--- src/rtl/disp_win_pkg.sv ---
package disp_win_pkg;

  typedef enum logic [2:0] {
    ST_IDLE,
    ST_LEG,
    ST_EIDX,
    ST_EDAT,
    ST_RESP
  } seq_st_t;

  // Byte-lane enable mask for an access of len+1 bytes
  function automatic logic [31:0] lane_mask(input logic [1:0] len);
    logic [31:0] m;
    for (int b = 0; b < 4; b++) begin
      m[8*b +: 8] = (2'(b) <= len) ? 8'hFF : 8'h00;
    end
    return m;
  endfunction

endpackage

--- src/rtl/disp_win_decode.sv ---
module disp_win_decode #(
  parameter int ADDR_W    = 12,
  parameter int LEG_BASE  = 'h400,
  parameter int LEG_SPAN  = 'h20,
  parameter int EXT_BASE  = 'h500,
  parameter int EXT_REGS  = 11,
  parameter int PORT_BASE = 'h3C0,
  parameter int PORT_W    = 10,
  parameter int IDX_W     = 4
) (
  input  logic [ADDR_W-1:0] off,
  output logic              in_leg,
  output logic              in_ext,
  output logic [PORT_W-1:0] leg_port,
  output logic [IDX_W-1:0]  ext_index
);
  localparam logic [ADDR_W-1:0] LEG_LO = ADDR_W'(LEG_BASE);
  localparam logic [ADDR_W-1:0] LEG_HI = ADDR_W'(LEG_BASE + LEG_SPAN);
  localparam logic [ADDR_W-1:0] EXT_LO = ADDR_W'(EXT_BASE);
  localparam logic [ADDR_W-1:0] EXT_HI = ADDR_W'(EXT_BASE + 2*EXT_REGS);

  logic [ADDR_W-1:0] rel_leg, rel_ext;

  always_comb begin
    rel_leg   = off - LEG_LO;
    rel_ext   = off - EXT_LO;
    in_leg    = (off >= LEG_LO) && (off < LEG_HI);
    in_ext    = (off >= EXT_LO) && (off < EXT_HI);
    leg_port  = PORT_W'(PORT_BASE) + PORT_W'(rel_leg);
    ext_index = IDX_W'(rel_ext[ADDR_W-1:1]);
  end
endmodule

--- src/rtl/disp_win_rdasm.sv ---
module disp_win_rdasm
  import disp_win_pkg::*;
(
  input  logic        clk,
  input  logic        rst,
  input  logic        clr,
  input  logic        byte_we,
  input  logic [1:0]  byte_lane,
  input  logic [7:0]  byte_d,
  input  logic        half_we,
  input  logic        half_lane,
  input  logic [15:0] half_d,
  input  logic [1:0]  len,
  output logic [31:0] rdata
);
  logic [31:0] lanes;

  for (genvar b = 0; b < 4; b++) begin : g_lane
    always_ff @(posedge clk) begin
      if (rst || clr) begin
        lanes[8*b +: 8] <= 8'h00;
      end else if (byte_we && byte_lane == 2'(b)) begin
        lanes[8*b +: 8] <= byte_d;
      end else if (half_we && half_lane == 1'(b/2)) begin
        lanes[8*b +: 8] <= half_d[8*(b%2) +: 8];
      end
    end
  end

  assign rdata = lanes & lane_mask(len);
endmodule

--- src/rtl/disp_mmio_bridge.sv ---
module disp_mmio_bridge
  import disp_win_pkg::*;
#(
  parameter int ADDR_W    = 12,
  parameter int LEG_BASE  = 'h400,
  parameter int LEG_SPAN  = 'h20,
  parameter int EXT_BASE  = 'h500,
  parameter int EXT_REGS  = 11,
  parameter int PORT_BASE = 'h3C0,
  parameter int PORT_W    = 10,
  localparam int IDX_W    = $clog2(EXT_REGS)
) (
  input  logic              clk,
  input  logic              rst,
  input  logic              req_valid,
  output logic              req_ready,
  input  logic [ADDR_W-1:0] req_addr,
  input  logic [1:0]        req_len,
  input  logic              req_we,
  input  logic [31:0]       req_wdata,
  output logic              rsp_valid,
  input  logic              rsp_ready,
  output logic [31:0]       rsp_rdata,
  output logic              lp_wr,
  output logic              lp_rd,
  output logic [PORT_W-1:0] lp_addr,
  output logic [7:0]        lp_wdata,
  input  logic [7:0]        lp_rdata,
  output logic              ext_idx_wr,
  output logic [IDX_W-1:0]  ext_idx,
  output logic              ext_data_wr,
  output logic              ext_data_rd,
  output logic [15:0]       ext_wdata,
  input  logic [15:0]       ext_rdata
);
  seq_st_t           state;
  logic [1:0]        step;
  logic [ADDR_W-1:0] base_q;
  logic [1:0]        len_q;
  logic              we_q;
  logic [31:0]       wdata_q;

  logic              accept;
  logic [ADDR_W-1:0] cur_off;
  logic              cur_leg, cur_ext, start_leg, start_ext;
  logic [PORT_W-1:0] cur_port, start_port;
  logic [IDX_W-1:0]  cur_idx, start_idx;

  assign accept    = req_valid && req_ready;
  assign req_ready = (state == ST_IDLE);
  assign rsp_valid = (state == ST_RESP);
  assign cur_off   = (state == ST_LEG) ? base_q + ADDR_W'(step)
                                       : base_q + ADDR_W'({step, 1'b0});

  disp_win_decode #(
    .ADDR_W(ADDR_W), .LEG_BASE(LEG_BASE), .LEG_SPAN(LEG_SPAN),
    .EXT_BASE(EXT_BASE), .EXT_REGS(EXT_REGS), .PORT_BASE(PORT_BASE),
    .PORT_W(PORT_W), .IDX_W(IDX_W)
  ) u_dec_cur (
    .off(cur_off), .in_leg(cur_leg), .in_ext(cur_ext),
    .leg_port(cur_port), .ext_index(cur_idx)
  );

  disp_win_decode #(
    .ADDR_W(ADDR_W), .LEG_BASE(LEG_BASE), .LEG_SPAN(LEG_SPAN),
    .EXT_BASE(EXT_BASE), .EXT_REGS(EXT_REGS), .PORT_BASE(PORT_BASE),
    .PORT_W(PORT_W), .IDX_W(IDX_W)
  ) u_dec_req (
    .off(req_addr), .in_leg(start_leg), .in_ext(start_ext),
    .leg_port(start_port), .ext_index(start_idx)
  );

  // Downstream strobes, one sub-operation per cycle
  assign lp_wr       = (state == ST_LEG)  && cur_leg &&  we_q;
  assign lp_rd       = (state == ST_LEG)  && cur_leg && !we_q;
  assign lp_addr     = cur_port;
  assign lp_wdata    = wdata_q[{step, 3'b000} +: 8];
  assign ext_idx_wr  = (state == ST_EIDX) && cur_ext;
  assign ext_data_wr = (state == ST_EDAT) && cur_ext &&  we_q;
  assign ext_data_rd = (state == ST_EDAT) && cur_ext && !we_q;
  assign ext_wdata   = wdata_q[{step[0], 4'b0000} +: 16];

  always_ff @(posedge clk) begin
    if (rst) begin
      state   <= ST_IDLE;
      step    <= '0;
      base_q  <= '0;
      len_q   <= '0;
      we_q    <= 1'b0;
      wdata_q <= '0;
      ext_idx <= '0;
    end else begin
      unique case (state)
        ST_IDLE: if (accept) begin
          base_q  <= req_addr;
          len_q   <= req_len;
          we_q    <= req_we;
          wdata_q <= req_wdata & lane_mask(req_len);
          step    <= '0;
          if (start_leg)      state <= ST_LEG;
          else if (start_ext) state <= ST_EIDX;
          else                state <= ST_RESP;
        end
        ST_LEG: begin
          if (step == len_q) state <= ST_RESP;
          else               step  <= step + 2'd1;
        end
        ST_EIDX: begin
          if (cur_ext) ext_idx <= cur_idx;
          state <= ST_EDAT;
        end
        ST_EDAT: begin
          if (step[0] == len_q[1]) begin
            state <= ST_RESP;
          end else begin
            step  <= step + 2'd1;
            state <= ST_EIDX;
          end
        end
        ST_RESP: if (rsp_ready) state <= ST_IDLE;
        default: state <= ST_IDLE;
      endcase
    end
  end

  disp_win_rdasm u_rdasm (
    .clk      (clk),
    .rst      (rst),
    .clr      (accept),
    .byte_we  (lp_rd),
    .byte_lane(step),
    .byte_d   (lp_rdata),
    .half_we  (ext_data_rd),
    .half_lane(step[0]),
    .half_d   (ext_rdata),
    .len      (len_q),
    .rdata    (rsp_rdata)
  );
endmodule

--- config.mk ---
export PLATFORM = sky130hd
export DESIGN_NAME = disp_mmio_bridge
export DESIGN_NICKNAME = d
export VERILOG_FILES = /design/src/rtl/disp_win_pkg.sv /design/src/rtl/disp_win_decode.sv /design/src/rtl/disp_win_rdasm.sv /design/src/rtl/disp_mmio_bridge.sv
export SDC_FILE = /design/constraint.sdc
export NUM_CORES = 1
export LEC_CHECK = 0
export CAP_MARGIN = 20
export CORE_MARGIN = 5
export CORE_UTILIZATION = 51
export DETAILED_ROUTE_END_ITERATION = 10
export HOLD_SLACK_MARGIN = 0.1
export MAX_ROUTING_LAYER = met4
export PLACE_DENSITY = 0.86
export SYNTH_ARGS = -nofsm -noshare
export SYNTH_HDL_FRONTEND = slang
export SYNTH_HIERARCHICAL = 1
export SYNTH_SLANG_ARGS = --single-unit
--- constraint.sdc ---
create_clock -name clk -period 7.35 [get_ports clk]
set_input_delay 1.1025 -clock clk [delete_from_list [all_inputs] [get_ports clk]]
set_output_delay 1.1025 -clock clk [all_outputs]
set_load 0.02 [all_outputs]
==> impl_metrics.py <==
metrics = {
    "floorplanning": {
        "start_util_pct": 52.18,
        "ios": 152,
        "die_height_um": 107.0,
        "dieArea_sq_um": 11450,
        "core_area_sq_um": 9196,
        "row_count": 35,
        "die_x_um": 107.0,
    },
    "place": {
        "gp_congestion": 0.9026,
        "placed_area_sq_um": 6117,
        "port_buffers": 151,
        "hpwl_um": 9897,
    },
    "routing": {
        "drt_pass1_iterations": 4,
        "wirelength_um": 13530,
        "drt_iter0_markers": 208,
        "vias": 4600,
        "drt_drc_violations_left": 0,
        "avgViaCountPerCell": 5.651,
        "ant_nets": 0,
        "wl_per_cell_um": 16.62,
    },
    "cts": {
        "cts_tree": "done",
        "clkTransAtPathRegs_ps": 90,
        "cts-buffers-inserted": 9,
        "cts-root-buf": "clkbuf_8",
        "cts_buffer_depth": 2,
        "cts_hold_buf": 0,
        "postCtsSetupRepairBufs": 0,
        "htreeDepth": 3,
        "insertion_delay_ps": 350,
        "cts.sinks": 88,
        "post_cts_resized": 0,
    },
    "logic_synthesis": {
        "avgSynthCellArea_sq_um": 8.092,
        "netlist_area_sq_um": 4798,
        "synthesis.nets": 678,
        "ys_warn_count": 6,
        "syn_inst": 593,
    },
    "worst_hold_path": {
        "whs_path_depth": 2,
        "whs_endpoint": "wdata_q[12]",
        "hold_start": "wdata_q[12]",
        "hold_class": "reg -> reg",
    },
    "cells_and_area": {
        "finalNetCount": 783,
        "antennaDiodeCount": 0,
        "layout_commonest_cell": "clkdlybuf4s50_1",
        "area_growth_pct": 31.94,
        "drive_gt1_share_pct": 7.681,
        "design_area_sq_um": 6331,
        "final_cell_mix": "clkdlybuf4s50_1, nand2_1, dfxtp_1",
    },
    "timing": {
        "fin_worst_skew_ps": 14.06,
        "rsz0062_at_grt": "false",
        "hold_violations": 0,
        "worst_pin_slew_ps": 1078,
        "relSlewSlack_pct": 28.13,
        "min_period_ps": 5736,
        "setup-tns-final_ps": 0,
        "hold-worst-slack_ps": 469.8,
        "fmax_mhz": 174.3,
        "setup_viol": 0,
        "slew_viol_final": 0,
        "post-route-period-util_pct": 78.04,
    },
    "flow_run": {
        "cap_viol_max_count": 0,
    },
    "power_and_ir_drop": {
        "vdd_ir_drop_max_mv": 0.1015,
        "leakage_nw": 2.352,
        "power_density_nw_per_um2": 163.0,
    },
    "global_route": {
        "antenna_found_initial": 0,
        "grt_use_total_pct": 24.06,
        "grt_pass1_vias": 4561,
        "grt_max_degree": 59,
        "overflow": 0,
        "grt_first_pass_wirelength_um": 21870,
    },
    "setup_path": {
        "worstPathMaxFanout": 39,
        "reg2regPathDepth": 17,
        "critical_path.max_stage_delay_ps": 880,
        "end_kind": "primary output",
        "rrSetupSlack_ps": 2780,
        "path_class": "reg -> out",
        "timing.rr.start": "step[0]",
        "cp.required_ps": 6250,
        "cp_data_arrival_time_ps": 4630,
        "startpoint": "step[0]",
        "start_kind": "flop",
        "r2r-end": "u_rdasm/lanes[19]",
        "cp_cell_sequence": "ha_1 > inv_1 > fa_1 > nand2b_1 > mux2i_2 > nand4_1 > xnor2_1 > inv_1 > ha_1 > and4bb_1 > nand2_1 > nor2_1 > nand2_1 > nor3_1 > clkdlybuf4s50_1",
        "crit_slowest_cell": "dfxtp_2",
    },
    "status": {
        "status": "finished, final reports clean",
    },
}
## report_power, final
part / internal, W / switching, W / total (W)
registers: 0.000491 / 0.0000177 / 0.000509
clock network: 0.000167 / 0.000175 / 0.000342
logic: 0.0000895 / 0.0000911 / 0.000181
## area by class of cell
class / instances / area (sq um)
clock buffer: 10 / 137.6
clock inverter: 6 / 68.82
fill: 762 / 2865
inverter: 11 / 41.29
multi-input combinational: 434 / 2653
sequential: 88 / 1763
tap: 111 / 138.9
timing repair buffer: 154 / 1529
## how the worst max path moves through the flow
stage	end	slack (ps)
after floorplan	ext_data_rd	2560
after global placement	ext_data_rd	2180
after detailed placement	ext_data_rd	1950
after CTS	ext_data_rd	1560
after global routing	ext_data_rd	1180
final	ext_data_rd	1610
## flip-flops by register name, summed over array words and instances (netlist names)
name / count
base_q: 12
len_q: 2
step: 2
we_q: 1
ext_idx: 4
state: 3
u_rdasm/lanes: 32
wdata_q: 32
## per-layer routing
metal | routed length (um) | share of wire, % | track usage, % | up-vias
met5 | 0 | 0 | - | -
met4 | 286 | 2.1 | 8.767 | 0
met3 | 1062 | 7.8 | 4.816 | 23
met2 | 6441 | 48 | 38.49 | 187
met1 | 5741 | 42 | 30.34 | 2162
li1 | - | - | - | 2228
## critical path: cells and delay by family, from the launching register on
kind / cells / cell delay, ps
buffers and inverters: 3 / 880
adders and majority gates: 3 / 880
DFF: 1 / 880
and+or+nand+nor: 7 / 1240
xor gates and xnor gates: 1 / 180
muxes: 1 / 230
## stage by stage
| step | utilization (%) | power (W) | worst slack (ps) | cells |
|---|---|---|---|---|
| 2_1_floorplan | - | 0.0006123 | 2560 | 593 |
| 3_3_place_gp | 66.52 | 0.0006955 | 2177 | 797 |
| 3_5_place_dp | 66.52 | 0.0006992 | 1946 | 797 |
| 4_1_cts | 68.76 | 0.001037 | 1559 | 813 |
| 5_1_grt | 68.84 | 0.001077 | 1180 | 814 |
| 6_report | 68.84 | 0.001032 | 1614 | 814 |
Note: power is estimated with default switching activity, not from simulation.
